===== src/rtl/spi_word_pkg.sv =====
package spi_word_pkg;

    localparam int ADDR_W      = 16;
    localparam int DATA_W      = 32;
    localparam int BYTE_W      = 8;
    localparam int DATA_BYTES  = DATA_W / BYTE_W;
    localparam int LANE_W      = $clog2(DATA_BYTES);
    localparam int IDX_W       = 3;

    localparam logic [BYTE_W-1:0] CMD_WR = 8'h02;
    localparam logic [BYTE_W-1:0] CMD_RD = 8'h0B;

    // index of the first received data byte in a read frame
    localparam logic [IDX_W-1:0] RD_DATA_IDX = 3'd4;

    typedef enum logic [2:0] {
        ST_IDLE,
        ST_SEND,
        ST_WAIT,
        ST_RELEASE,
        ST_FINISH
    } seq_state_e;

    typedef struct packed {
        logic              is_write;
        logic [ADDR_W-1:0] addr;
        logic [DATA_W-1:0] wdata;
    } word_req_t;

    function automatic logic [IDX_W-1:0] last_index(input logic is_write);
        return is_write ? 3'd6 : 3'd7;
    endfunction

    function automatic logic [BYTE_W-1:0] frame_byte(input word_req_t r,
                                                     input logic [IDX_W-1:0] idx);
        logic [DATA_W-1:0] shifted;
        logic [IDX_W-1:0]  lane;
        lane    = idx - 3'd3;
        shifted = r.wdata >> {lane, 3'b000};
        case (idx)
            3'd0:    return r.is_write ? CMD_WR : CMD_RD;
            3'd1:    return r.addr[15:8];
            3'd2:    return r.addr[7:0];
            default: return r.is_write ? shifted[BYTE_W-1:0] : 8'h00;
        endcase
    endfunction

endpackage


===== src/rtl/spi_byte_shifter.sv =====
module spi_byte_shifter #(
    parameter int CLK_DIV = 2
) (
    input  logic       clk,
    input  logic       rst,
    input  logic       abort,
    input  logic       in_valid,
    input  logic [7:0] in_byte,
    output logic       in_ready,
    output logic       out_valid,
    output logic [7:0] out_byte,
    output logic       sclk,
    output logic       mosi,
    input  logic       miso
);
    localparam int DW = (CLK_DIV > 1) ? $clog2(CLK_DIV) : 1;
    localparam logic [DW-1:0] DIV_LAST = DW'(CLK_DIV - 1);

    logic          active_q;
    logic          sclk_q;
    logic [7:0]    tx_q;
    logic [7:0]    rx_q;
    logic [2:0]    bit_q;
    logic [DW-1:0] div_q;
    logic          ov_q;

    always_ff @(posedge clk) begin
        if (rst) begin
            active_q <= 1'b0;
            sclk_q   <= 1'b0;
            tx_q     <= '0;
            rx_q     <= '0;
            bit_q    <= '0;
            div_q    <= '0;
            ov_q     <= 1'b0;
        end else begin
            ov_q <= 1'b0;
            if (abort) begin
                active_q <= 1'b0;
                sclk_q   <= 1'b0;
            end else if (!active_q) begin
                if (in_valid) begin
                    active_q <= 1'b1;
                    tx_q     <= in_byte;
                    bit_q    <= '0;
                    div_q    <= '0;
                    sclk_q   <= 1'b0;
                end
            end else if (div_q == DIV_LAST) begin
                div_q <= '0;
                if (!sclk_q) begin
                    sclk_q <= 1'b1;
                    rx_q   <= {rx_q[6:0], miso};
                end else begin
                    sclk_q <= 1'b0;
                    tx_q   <= {tx_q[6:0], 1'b0};
                    if (bit_q == 3'd7) begin
                        active_q <= 1'b0;
                        ov_q     <= 1'b1;
                    end else begin
                        bit_q <= bit_q + 3'd1;
                    end
                end
            end else begin
                div_q <= div_q + DW'(1);
            end
        end
    end

    assign in_ready  = !active_q;
    assign out_valid = ov_q;
    assign out_byte  = rx_q;
    assign sclk      = sclk_q;
    assign mosi      = active_q ? tx_q[7] : 1'b0;

endmodule


===== src/rtl/spi_byte_timer.sv =====
module spi_byte_timer #(
    parameter int TIMEOUT_CYC = 1024
) (
    input  logic clk,
    input  logic rst,
    input  logic start,
    input  logic run,
    output logic expired
);
    localparam int CW = $clog2(TIMEOUT_CYC + 1);
    localparam logic [CW-1:0] LIMIT = CW'(TIMEOUT_CYC - 1);

    logic [CW-1:0] cnt_q;

    always_ff @(posedge clk) begin
        if (rst || start) begin
            cnt_q <= '0;
        end else if (run && !expired) begin
            cnt_q <= cnt_q + CW'(1);
        end
    end

    assign expired = run && (cnt_q >= LIMIT);

endmodule


===== src/rtl/spi_rdata_pack.sv =====
module spi_rdata_pack
    import spi_word_pkg::*;
(
    input  logic              clk,
    input  logic              rst,
    input  logic              clear,
    input  logic              cap_en,
    input  logic [LANE_W-1:0] cap_lane,
    input  logic [BYTE_W-1:0] cap_byte,
    output logic [DATA_W-1:0] word
);
    logic [DATA_BYTES-1:0][BYTE_W-1:0] lanes_q;

    for (genvar g = 0; g < DATA_BYTES; g++) begin : g_lane
        always_ff @(posedge clk) begin
            if (rst || clear) begin
                lanes_q[g] <= '0;
            end else if (cap_en && (cap_lane == LANE_W'(g))) begin
                lanes_q[g] <= cap_byte;
            end
        end
    end

    assign word = lanes_q;

endmodule


===== src/rtl/spi_word_fsm.sv =====
module spi_word_fsm
    import spi_word_pkg::*;
#(
    parameter int unsigned ADDR_LIMIT = 32'h400
) (
    input  logic              clk,
    input  logic              rst,
    input  logic              req_valid,
    input  word_req_t         req,
    output logic              busy,
    output logic              done,
    output logic              err,
    output logic              cs_n,
    output logic              sh_in_valid,
    output logic [BYTE_W-1:0] sh_in_byte,
    input  logic              sh_out_valid,
    output logic              sh_abort,
    output logic              tmr_start,
    output logic              tmr_run,
    input  logic              tmr_expired,
    output logic              cap_clear,
    output logic              cap_en,
    output logic [LANE_W-1:0] cap_lane
);
    seq_state_e       state_q;
    word_req_t        req_q;
    logic [IDX_W-1:0] idx_q;
    logic             err_q;
    logic             cs_n_q;
    logic             accept;
    logic             in_range;

    assign accept   = (state_q == ST_IDLE) && req_valid;
    assign in_range = 32'(req.addr) < ADDR_LIMIT;

    always_ff @(posedge clk) begin
        if (rst) begin
            state_q <= ST_IDLE;
            req_q   <= '0;
            idx_q   <= '0;
            err_q   <= 1'b0;
            cs_n_q  <= 1'b1;
        end else begin
            case (state_q)
                ST_IDLE: begin
                    if (req_valid) begin
                        req_q <= req;
                        idx_q <= '0;
                        if (in_range) begin
                            err_q   <= 1'b0;
                            cs_n_q  <= 1'b0;
                            state_q <= ST_SEND;
                        end else begin
                            err_q   <= 1'b1;
                            state_q <= ST_FINISH;
                        end
                    end
                end
                ST_SEND: state_q <= ST_WAIT;
                ST_WAIT: begin
                    if (sh_out_valid) begin
                        if (idx_q == last_index(req_q.is_write)) begin
                            cs_n_q  <= 1'b1;
                            state_q <= ST_RELEASE;
                        end else begin
                            idx_q   <= idx_q + 3'd1;
                            state_q <= ST_SEND;
                        end
                    end else if (tmr_expired) begin
                        err_q   <= 1'b1;
                        cs_n_q  <= 1'b1;
                        state_q <= ST_RELEASE;
                    end
                end
                ST_RELEASE: state_q <= ST_FINISH;
                ST_FINISH:  state_q <= ST_IDLE;
                default:    state_q <= ST_IDLE;
            endcase
        end
    end

    assign busy        = (state_q != ST_IDLE);
    assign done        = (state_q == ST_FINISH);
    assign err         = err_q;
    assign cs_n        = cs_n_q;
    assign sh_in_valid = (state_q == ST_SEND);
    assign sh_in_byte  = frame_byte(req_q, idx_q);
    assign sh_abort    = (state_q == ST_WAIT) && !sh_out_valid && tmr_expired;
    assign tmr_start   = (state_q == ST_SEND);
    assign tmr_run     = (state_q == ST_WAIT);
    assign cap_clear   = accept;
    assign cap_en      = (state_q == ST_WAIT) && sh_out_valid && !req_q.is_write
                         && (idx_q >= RD_DATA_IDX);
    assign cap_lane    = idx_q[LANE_W-1:0];

endmodule


===== src/rtl/spi_word_seq.sv =====
module spi_word_seq
    import spi_word_pkg::*;
#(
    parameter int          CLK_DIV     = 2,
    parameter int          TIMEOUT_CYC = 1024,
    parameter int unsigned ADDR_LIMIT  = 32'h400
) (
    input  logic              clk,
    input  logic              rst,
    input  logic              req_valid,
    input  logic              req_write,
    input  logic [ADDR_W-1:0] req_addr,
    input  logic [DATA_W-1:0] req_wdata,
    output logic              busy,
    output logic              done,
    output logic [DATA_W-1:0] rd_data,
    output logic              err,
    output logic              spi_cs_n,
    output logic              spi_sclk,
    output logic              spi_mosi,
    input  logic              spi_miso
);
    word_req_t         req;
    logic              sh_in_valid;
    logic [BYTE_W-1:0] sh_in_byte;
    logic              sh_in_ready;
    logic              sh_out_valid;
    logic [BYTE_W-1:0] sh_out_byte;
    logic              sh_abort;
    logic              tmr_start;
    logic              tmr_run;
    logic              tmr_expired;
    logic              cap_clear;
    logic              cap_en;
    logic [LANE_W-1:0] cap_lane;

    assign req = '{is_write: req_write, addr: req_addr, wdata: req_wdata};

    spi_word_fsm #(.ADDR_LIMIT(ADDR_LIMIT)) u_fsm (
        .clk(clk), .rst(rst),
        .req_valid(req_valid), .req(req),
        .busy(busy), .done(done), .err(err), .cs_n(spi_cs_n),
        .sh_in_valid(sh_in_valid), .sh_in_byte(sh_in_byte),
        .sh_out_valid(sh_out_valid), .sh_abort(sh_abort),
        .tmr_start(tmr_start), .tmr_run(tmr_run), .tmr_expired(tmr_expired),
        .cap_clear(cap_clear), .cap_en(cap_en), .cap_lane(cap_lane)
    );

    spi_byte_shifter #(.CLK_DIV(CLK_DIV)) u_shift (
        .clk(clk), .rst(rst), .abort(sh_abort),
        .in_valid(sh_in_valid), .in_byte(sh_in_byte), .in_ready(sh_in_ready),
        .out_valid(sh_out_valid), .out_byte(sh_out_byte),
        .sclk(spi_sclk), .mosi(spi_mosi), .miso(spi_miso)
    );

    spi_byte_timer #(.TIMEOUT_CYC(TIMEOUT_CYC)) u_timer (
        .clk(clk), .rst(rst), .start(tmr_start), .run(tmr_run),
        .expired(tmr_expired)
    );

    spi_rdata_pack u_pack (
        .clk(clk), .rst(rst), .clear(cap_clear),
        .cap_en(cap_en), .cap_lane(cap_lane), .cap_byte(sh_out_byte),
        .word(rd_data)
    );

endmodule


===== config.mk =====
export PLATFORM = sky130hd
export DESIGN_NAME = spi_word_seq
export DESIGN_NICKNAME = d
export VERILOG_FILES = /design/src/rtl/spi_word_pkg.sv /design/src/rtl/spi_byte_shifter.sv /design/src/rtl/spi_byte_timer.sv /design/src/rtl/spi_rdata_pack.sv /design/src/rtl/spi_word_fsm.sv /design/src/rtl/spi_word_seq.sv
export SDC_FILE = /design/constraint.sdc
export NUM_CORES = 1
export LEC_CHECK = 0
export BUFFER_PORTS_ARGS = -buffer_cell sky130_fd_sc_hd__buf_2
export CAP_MARGIN = 0
export CORE_MARGIN = 2
export CORE_UTILIZATION = 53
export DETAILED_ROUTE_END_ITERATION = 16
export HOLD_SLACK_MARGIN = 0.15
export PLACE_DENSITY = 0.83
export SLEW_MARGIN = 30
export SYNTH_ARGS = -nofsm -noshare
export SYNTH_HDL_FRONTEND = slang
export SYNTH_SLANG_ARGS = --single-unit
export TNS_END_PERCENT = 10

===== constraint.sdc =====
create_clock -name clk -period 3.18 [get_ports clk]
set_input_delay 0 -clock clk [delete_from_list [all_inputs] [get_ports clk]]
set_output_delay 0 -clock clk [all_outputs]
set_load 0.01 [all_outputs]

==> results of run 1 <==
==> synth_stat cells, types with 10 or more instances <==
library cell               instances
sky130_fd_sc_hd__a21oi_1          67
sky130_fd_sc_hd__clkbuf_1         27
sky130_fd_sc_hd__dfxtp_1         123
sky130_fd_sc_hd__mux2i_1          41
sky130_fd_sc_hd__nand2_1         138
sky130_fd_sc_hd__nand3_1          10
sky130_fd_sc_hd__nor2_1           51
sky130_fd_sc_hd__o21ai_0          15
sky130_fd_sc_hd__o32ai_1          11
==> cell families after synthesis <==
group | after synthesis
flip-flops | 123
buffers and inverters | 47
AO/OA/AOI/OAI | 133
multiplexers | 49
adder cells (fa/ha/maj) | 7
XOR/XNOR | 6
AND/OR/NAND/NOR | 236
==> routing by layer <==
| layer | share of wire, % | vias to the layer above | wire length, µm | global-route usage, % |
|---|---|---|---|---|
| met5 | 0 | - | 0 | 0 |
| met4 | 4.0 | 0 | 664 | 14.6 |
| met3 | 5.8 | 64 | 957 | 6.61 |
| met2 | 52 | 243 | 8630 | 55.6 |
| met1 | 38 | 2524 | 6280 | 34.1 |
| li1 | - | 2449 | - | - |
==> report_power, final <==
part / internal [W] / total (W) / leakage, nW / switching (W)
Combinational: 0.000149 / 0.000294 / 1.95 / 0.000145
Clock: 0.00123 / 0.00202 / 0.302 / 0.000788
Sequential: 0.00158 / 0.00161 / 0.999 / 0.0000313
==> metrics by stage <==
step           hold WS [ns]  instance area (µm²)  util [%]  worst slack, ns  std cells
2_1_floorplan         0.136                 5260         -            0.584        601
5_1_grt               0.276                 7300      75.4            0.418        913
3_5_place_dp          0.246                 5770      59.6            0.909        792
4_1_cts               0.265                 7270      75.1            0.582        912
6_report              0.267                 7300      75.4            0.536        913
3_3_place_gp          0.242                 5770      59.6            0.999        792
==> worst max path at each step <==
| stage | from | to | slack, ns | cells past startpoint |
|---|---|---|---|---|
| 4_1_cts | u_fsm.state_q[1] | u_shift.out_byte[0] | 0.58 | 5 |
| 5_1_grt | u_fsm.state_q[1] | u_shift.out_byte[0] | 0.42 | 5 |
| 3_5_place_dp | u_fsm.state_q[1] | u_shift.div_q | 0.91 | 3 |
| 6_report | u_fsm.state_q[1] | u_shift.out_byte[0] | 0.54 | 5 |
| 2_1_floorplan | u_fsm.idx_q[0] | u_shift.tx_q[3] | 0.58 | 7 |
| 3_3_place_gp | u_fsm.state_q[1] | u_shift.div_q | 1.0 | 3 |
==> state kept, by name, indices dropped and copies added (netlist names), 3 cells and up <==
| name | cells |
|---|---|
| u_shift.out_byte | 8 |
| u_pack.word | 32 |
| u_timer.cnt_q | 11 |
| u_fsm.idx_q | 3 |
| u_shift.bit_q | 3 |
| u_shift.tx_q | 8 |
| u_fsm.state_q | 3 |
| u_fsm.req_q | 49 |
==> critical path, delay by kind of cell (launching register included) <==
| kind | cells | cell delay, ns |
|---|---|---|
| AOI/OAI and AO/OA | 1 | 0.28 |
| muxes | 1 | 0.18 |
| and+or+nand+nor | 2 | 0.78 |
| buffers and inverters | 1 | 0.59 |
| DFF | 1 | 0.69 |
==> final cells by class <==
type	instances	area share, %
clock buffers	17	5.67
clock inverters	15	2.79
inverters	9	0.463
multi-input cells	431	35.8
flip-flops and latches	123	33.7
well taps	133	2.28
repair buffers	185	19.2
==> qor.json, run 1 <==
{
  "area_growth_syn_to_layout_pct": 38.7,
  "layout-drive-gt1-share_pct": 18.8,
  "dieArea_mm2": 0.0107,
  "clkTransAtPathRegs_ns": 0.06,
  "top_level_ports": 91,
  "worst_hold_path.num_cells": 4,
  "io_buffers": 90,
  "first_pass_grt_wire_length_mm": 26.4,
  "capturing_point_of_the_worst_reg2reg_path": "u_shift.out_byte[0]",
  "multiInputGateArea_mm2": 0.00262,
  "power_per_cell_area_mw_per_mm2": 537,
  "reg2regPathDepth": 5,
  "timing.critical_path.arrival_ns": 3.05,
  "grt_start_max_net_pins": 63,
  "number_of_inserted_filler_cells_in_the_final_layout": 622,
  "max_fanout_on_critical_path": 19,
  "synth_seq_area_share_pct": 46.8,
  "mostFrequentLayoutCells": "sky130_fd_sc_hd__nand2_1, sky130_fd_sc_hd__dfxtp_1, sky130_fd_sc_hd__buf_2",
  "ys_ff_latch": 123,
  "synth_warnings": 0,
  "mappedNetlistNets": 661,
  "distinct_cell_type_count_of_the_synthesized_netlist": 56,
  "die_height_um": 104,
  "synth_simple_gate_area_share_pct": 20.0,
  "start_util_pct": 54.4,
  "timing_worst_setup_path_type": "register to register",
  "clock-sinks": 123,
  "outcome": "complete, no violations",
  "vias_in_the_first_global_route": 5316,
  "total_power_w": 0.00392,
  "drt_iter0_markers": 435,
  "skew_ns": 0.00881,
  "tritoncts_clock_tree": "yes",
  "final_antenna_net_count": 0,
  "place_hpwl_mm": 8.60,
  "holdBufCountCts": 88,
  "ff_latch_area_mm2": 0.00246,
  "setup_viol_count_final": 0,
  "crit_path_cell_trace": "nor3b_2 -> nor2b_1 -> a21oi_2 -> mux2i_1 -> dlygate4sd3_1",
  "mappedNetlistArea_mm2": 0.00526,
  "maxCapViolations": 0,
  "synth_top_flop_cell": "sky130_fd_sc_hd__dfxtp_1",
  "tns_ns": 0,
  "worst_hold_path_type": "input port to register",
  "max-clock-path-buffers": 2,
  "cts.htree.levels": 4,
  "post-cts-setup-buffer-count": 0,
  "design.core.area_mm2": 0.00968,
  "drt-total-wl_mm": 16.5,
  "antenna-diode-count": 0,
  "rel_slew_slack_pct": 51.7,
  "timing.critical_path.to_type": "register",
  "timing.fmax_ghz": 0.378,
  "synthesis.area_per_instance_um2": 8.76,
  "post_synth_fa_ha_maj_area_fraction_pct": 1.66,
  "vias_per_cell": 5.78,
  "peakVddDrop_mv": 0.383,
  "r2r_slack_ns": 0.54,
  "synth.largest_area_cell": "sky130_fd_sc_hd__dfxtp_1",
  "tritoncts.num_buffers": 17,
  "dr.pass1.iters": 5,
  "synth_top_area_share_pct": 46.8,
  "final_min_period_over_clock_period_pct": 83.1,
  "dr_total_vias": 5280,
  "holdPathEnd": "u_fsm.req_q[40]",
  "clockRootBuffer": "sky130_fd_sc_hd__clkbuf_8",
  "total_leakage_power_nw": 3.25,
  "clock_latency_ns": 0.53,
  "syn-instance-count": 601,
  "grt_setup_unrepaired": "false",
  "compound_gate_fraction_of_synth_area_pct": 15.7,
  "post_synth_mux_area_share_pct": 11.2,
  "antenna_found_initial": 0,
  "grt.total_usage_pct": 30.7,
  "most_common_cell_after_layout_fill_and_taps_aside": "sky130_fd_sc_hd__nand2_1",
  "post_cts_resize_count": 0,
  "synthXorXnorAreaFrac_pct": 0.998,
  "maxSlewViolCount": 0,
  "critical_path.startpoint_type": "register",
  "rows": 36,
  "worst_path_largest_cell_delay_ns": 0.69,
  "synthArstFlopShare_pct": 0,
  "die-width_um": 104,
  "netlist_top_cells_area": "sky130_fd_sc_hd__dfxtp_1, sky130_fd_sc_hd__nand2_1, sky130_fd_sc_hd__mux2i_1",
  "drt-wirelength-per-cell_um": 18.1,
  "worst_hold_startpoint": "req_addr[8]",
  "gr-total-overflow": 0,
  "timing.critical_path.slowest_stage_cell": "sky130_fd_sc_hd__dfxtp_1",
  "synth_top_family_by_area": "simple AND/OR/NAND/NOR gates",
  "synth_enable_flop_cells": 0,
  "detail_route.drc_violations": 0,
  "finalHoldViolations": 0,
  "required_ns": 3.59,
  "worstReg2RegStart": "u_fsm.state_q[1]",
  "tightestPinTransition_ns": 0.714,
  "period_minus_slack_ns": 2.64,
  "gp_congestion": 0.920,
  "final_net_count": 827
}
(Power assumes the default switching activity.)
==> inputs of run 2 (changes only) <==
==> constraint.sdc (replaced) <==
create_clock -name clk -period 2.6 [get_ports clk]
set_input_delay 0 -clock clk [delete_from_list [all_inputs] [get_ports clk]]
set_output_delay 0 -clock clk [all_outputs]
set_load 0.01 [all_outputs]
==> run 2 against run 1 <==
- wire length down 1.1%
- register-to-register slack got worse by 0.40 ns
- sequential power up 22%
- clock power grew 17%
- critical path type unchanged
- critical endpoint is now u_fsm.req_q[15]
- highest routed layer unchanged
==> qor.json, run 2 (same netlist as run 1, synthesis figures left out) <==
{
  "outcome": "complete, no violations",
  "timing_worst_setup_path_type": "register to register",
  "final_min_period_over_clock_period": {"value": 94.7, "unit": "%", "change": "+12 points"},
  "peakVddDrop": {"value": 0.513, "unit": "mV", "change": "+34%"},
  "finalHoldViolations": {"value": 0, "change": "unchanged"},
  "required": {"value": 3.00, "unit": "ns", "change": "-0.59 ns"},
  "timing.critical_path.arrival": {"value": 2.87, "unit": "ns", "change": "-0.18 ns"},
  "grt.total_usage": {"value": 30.5, "unit": "%", "change": "-0.12 points"},
  "max_fanout_on_critical_path": {"value": 41, "change": "+22"},
  "holdPathEnd": "u_fsm.req_q[33]",
  "maxCapViolations": {"value": 0, "change": "unchanged"},
  "total_leakage_power": {"value": 3.34, "unit": "nW", "change": "+2.9%"},
  "maxSlewViolCount": {"value": 0, "change": "unchanged"},
  "dieArea": {"value": 0.0107, "unit": "mm²", "change": "unchanged"},
  "capturing_point_of_the_worst_reg2reg_path": "u_fsm.req_q[15]",
  "worst_path_largest_cell_delay": {"value": 0.69, "unit": "ns", "change": "about the same"},
  "vias_per_cell": {"value": 5.71, "change": "-1.2%"},
  "place_hpwl": {"value": 8.65, "unit": "mm", "change": "+0.59%"},
  "skew": {"value": 0.0100, "unit": "ns", "change": "+0.00119 ns"},
  "gp_congestion": {"value": 0.835, "change": "-9.3%"},
  "tns": {"value": 0, "unit": "ns", "change": "unchanged"},
  "crit_path_cell_trace": "or4b_4 -> buf_4 -> nand2_1 -> a21oi_1 -> dlygate4sd3_1",
  "final_net_count": {"value": 846, "change": "+2.3%"},
  "layoutNonFillerInstCount": {"value": 933, "change": "+2.2%"},
  "layout-drive-gt1-share": {"value": 19.1, "unit": "%", "change": "+0.30 points"},
  "largest_reg_flops": {"value": 49, "change": "unchanged"},
  "gr-total-overflow": {"value": 0, "change": "unchanged"},
  "die-width": {"value": 104, "unit": "µm", "change": "unchanged"},
  "most_common_cell_after_layout_fill_and_taps_aside": "sky130_fd_sc_hd__nand2_1",
  "timing.critical_path.slowest_stage_cell": "sky130_fd_sc_hd__or4b_4",
  "worst_hold_path_type": "input port to register",
  "post-cts-setup-buffer-count": {"value": 0, "change": "unchanged"},
  "worstReg2RegStart": "u_fsm.state_q[0]",
  "io_buffers": {"value": 90, "change": "unchanged"},
  "worst_hold_path.num_cells": {"value": 4, "change": "unchanged"},
  "vias_in_the_first_global_route": {"value": 5482, "change": "+3.1%"},
  "worst_hold_startpoint": "req_addr[1]",
  "critical_path.startpoint_type": "register",
  "detail_route.drc_violations": {"value": 0, "change": "unchanged"},
  "die_height": {"value": 104, "unit": "µm", "change": "unchanged"},
  "r2r_slack": {"value": 0.14, "unit": "ns", "change": "-0.40 ns"},
  "tritoncts_clock_tree": "yes",
  "drt-wirelength-per-cell": {"value": 17.5, "unit": "µm", "change": "-3.2%"},
  "mostFrequentLayoutCells": "sky130_fd_sc_hd__nand2_1, sky130_fd_sc_hd__dfxtp_1, sky130_fd_sc_hd__dlygate4sd3_1",
  "dr.pass1.iters": {"value": 5, "change": "unchanged"},
  "clockRootBuffer": "sky130_fd_sc_hd__clkbuf_8",
  "timing.critical_path.to_type": "register",
  "grt_setup_unrepaired": "false",
  "final_antenna_net_count": {"value": 0, "change": "unchanged"},
  "grt_start_max_net_pins": {"value": 63, "change": "unchanged"},
  "rel_slew_slack": {"value": 53.3, "unit": "%", "change": "+1.6 points"},
  "setup_viol_count_final": {"value": 0, "change": "unchanged"},
  "start_util": {"value": 54.4, "unit": "%", "change": "unchanged"},
  "period_minus_slack": {"value": 2.46, "unit": "ns", "change": "-0.183 ns"},
  "dr_total_vias": {"value": 5332, "change": "+0.98%"},
  "drt-total-wl": {"value": 16.4, "unit": "mm", "change": "-1.1%"},
  "tightestPinTransition": {"value": 0.701, "unit": "ns", "change": "-0.0134 ns"},
  "reg2regPathDepth": {"value": 5, "change": "unchanged"},
  "antenna_found_initial": {"value": 1, "change": "+1"},
  "power_per_cell_area": {"value": 633, "unit": "mW/mm²", "change": "+18%"},
  "cp-startpoint": "u_fsm.state_q[0]",
  "clock_latency": {"value": 0.52, "unit": "ns", "change": "about the same"},
  "top_level_ports": {"value": 91, "change": "unchanged"},
  "regMostFlops": "u_fsm.req_q",
  "clock-sinks": {"value": 123, "change": "unchanged"},
  "dp_cells": {"value": 798, "change": "+0.76%"},
  "cts.htree.levels": {"value": 4, "change": "unchanged"},
  "design.core.area": {"value": 0.00968, "unit": "mm²", "change": "unchanged"},
  "max-clock-path-buffers": {"value": 2, "change": "unchanged"},
  "first_pass_grt_wire_length": {"value": 26.4, "unit": "mm", "change": "+0.24%"},
  "timing.fmax": {"value": 0.406, "unit": "GHz", "change": "+7.4%"},
  "clkTransAtPathRegs": {"value": 0.07, "unit": "ns", "change": "about the same"},
  "area_growth_syn_to_layout_pct": 41.5,
  "drt_iter0_markers": {"value": 381, "change": "-12%"},
  "rows": {"value": 36, "change": "unchanged"},
  "tritoncts.num_buffers": {"value": 17, "change": "unchanged"}
}
run 2: per-layer routing:
metal,part of all wire [%],GRT usage (%),vias up
met5,0,0,-
met4,4.3,15.4,0
met3,5.4,6.99,65
met2,52,55.7,229
met1,38,33.1,2562
li1,-,-,2476
run 2: repair_timing:
| action | in CTS | in global routing |
|---|---|---|
| hold buffers | 102 | 0 |
| setup endpoints to repair | 0 | 42 |
| endpoints found under the hold margin | 59 | 0 |
| resized for setup | 0 | 3 |
run 2: area by class of cell:
type                    instances  area (µm²)
flip-flops and latches        123        2460
clock buffers                  17         414
well taps                     133         166
clock inverters                15         179
inverters                       9        33.8
multi-input cells             431        2630
diodes                          1        2.50
repair buffers                204        1560
fillers                       583        2230
run 2: power breakdown:
group          switching [W]  internal, W  total [W]
Combinational       0.000177     0.000194   0.000371
Clock               0.000965      0.00140    0.00237
Sequential         0.0000387      0.00194    0.00197
Total                0.00118      0.00353    0.00471
run 2: critical path, delay by kind of cell (launching register included):
kind / cells / cell delay [ns]
AOI/OAI and AO/OA: 1 / 0.12
and+or+nand+nor: 2 / 0.87
DFF: 1 / 0.44
buffers and inverters: 2 / 0.91
run 2: metrics by stage:
stage | power, W | area (µm²) | hold WS, ns | utilization, % | setup slack, ns
floorplan | 0.00214 | 5260 | 0.136 | - | 0.00383
global placement | 0.00222 | 5820 | 0.240 | 60.1 | 0.582
detailed placement | 0.00223 | 5820 | 0.250 | 60.1 | 0.493
CTS | 0.00467 | 7430 | 0.283 | 76.8 | 0.0579
global route | 0.00484 | 7450 | 0.312 | 76.9 | 0.0671
finish | 0.00471 | 7450 | 0.316 | 76.9 | 0.138
run 2: how the worst max path moves through the flow:
stage	to	slack [ns]	cells past startpoint
final	u_fsm.req_q[15]	0.14	5
after global routing	u_fsm.req_q[48]	0.07	6
after CTS	u_fsm.req_q[24]	0.06	5
after detailed placement	u_shift.tx_q[0]	0.49	4
after global placement	u_timer.cnt_q[4]	0.58	4
after floorplan	u_shift.tx_q[3]	0.004	7
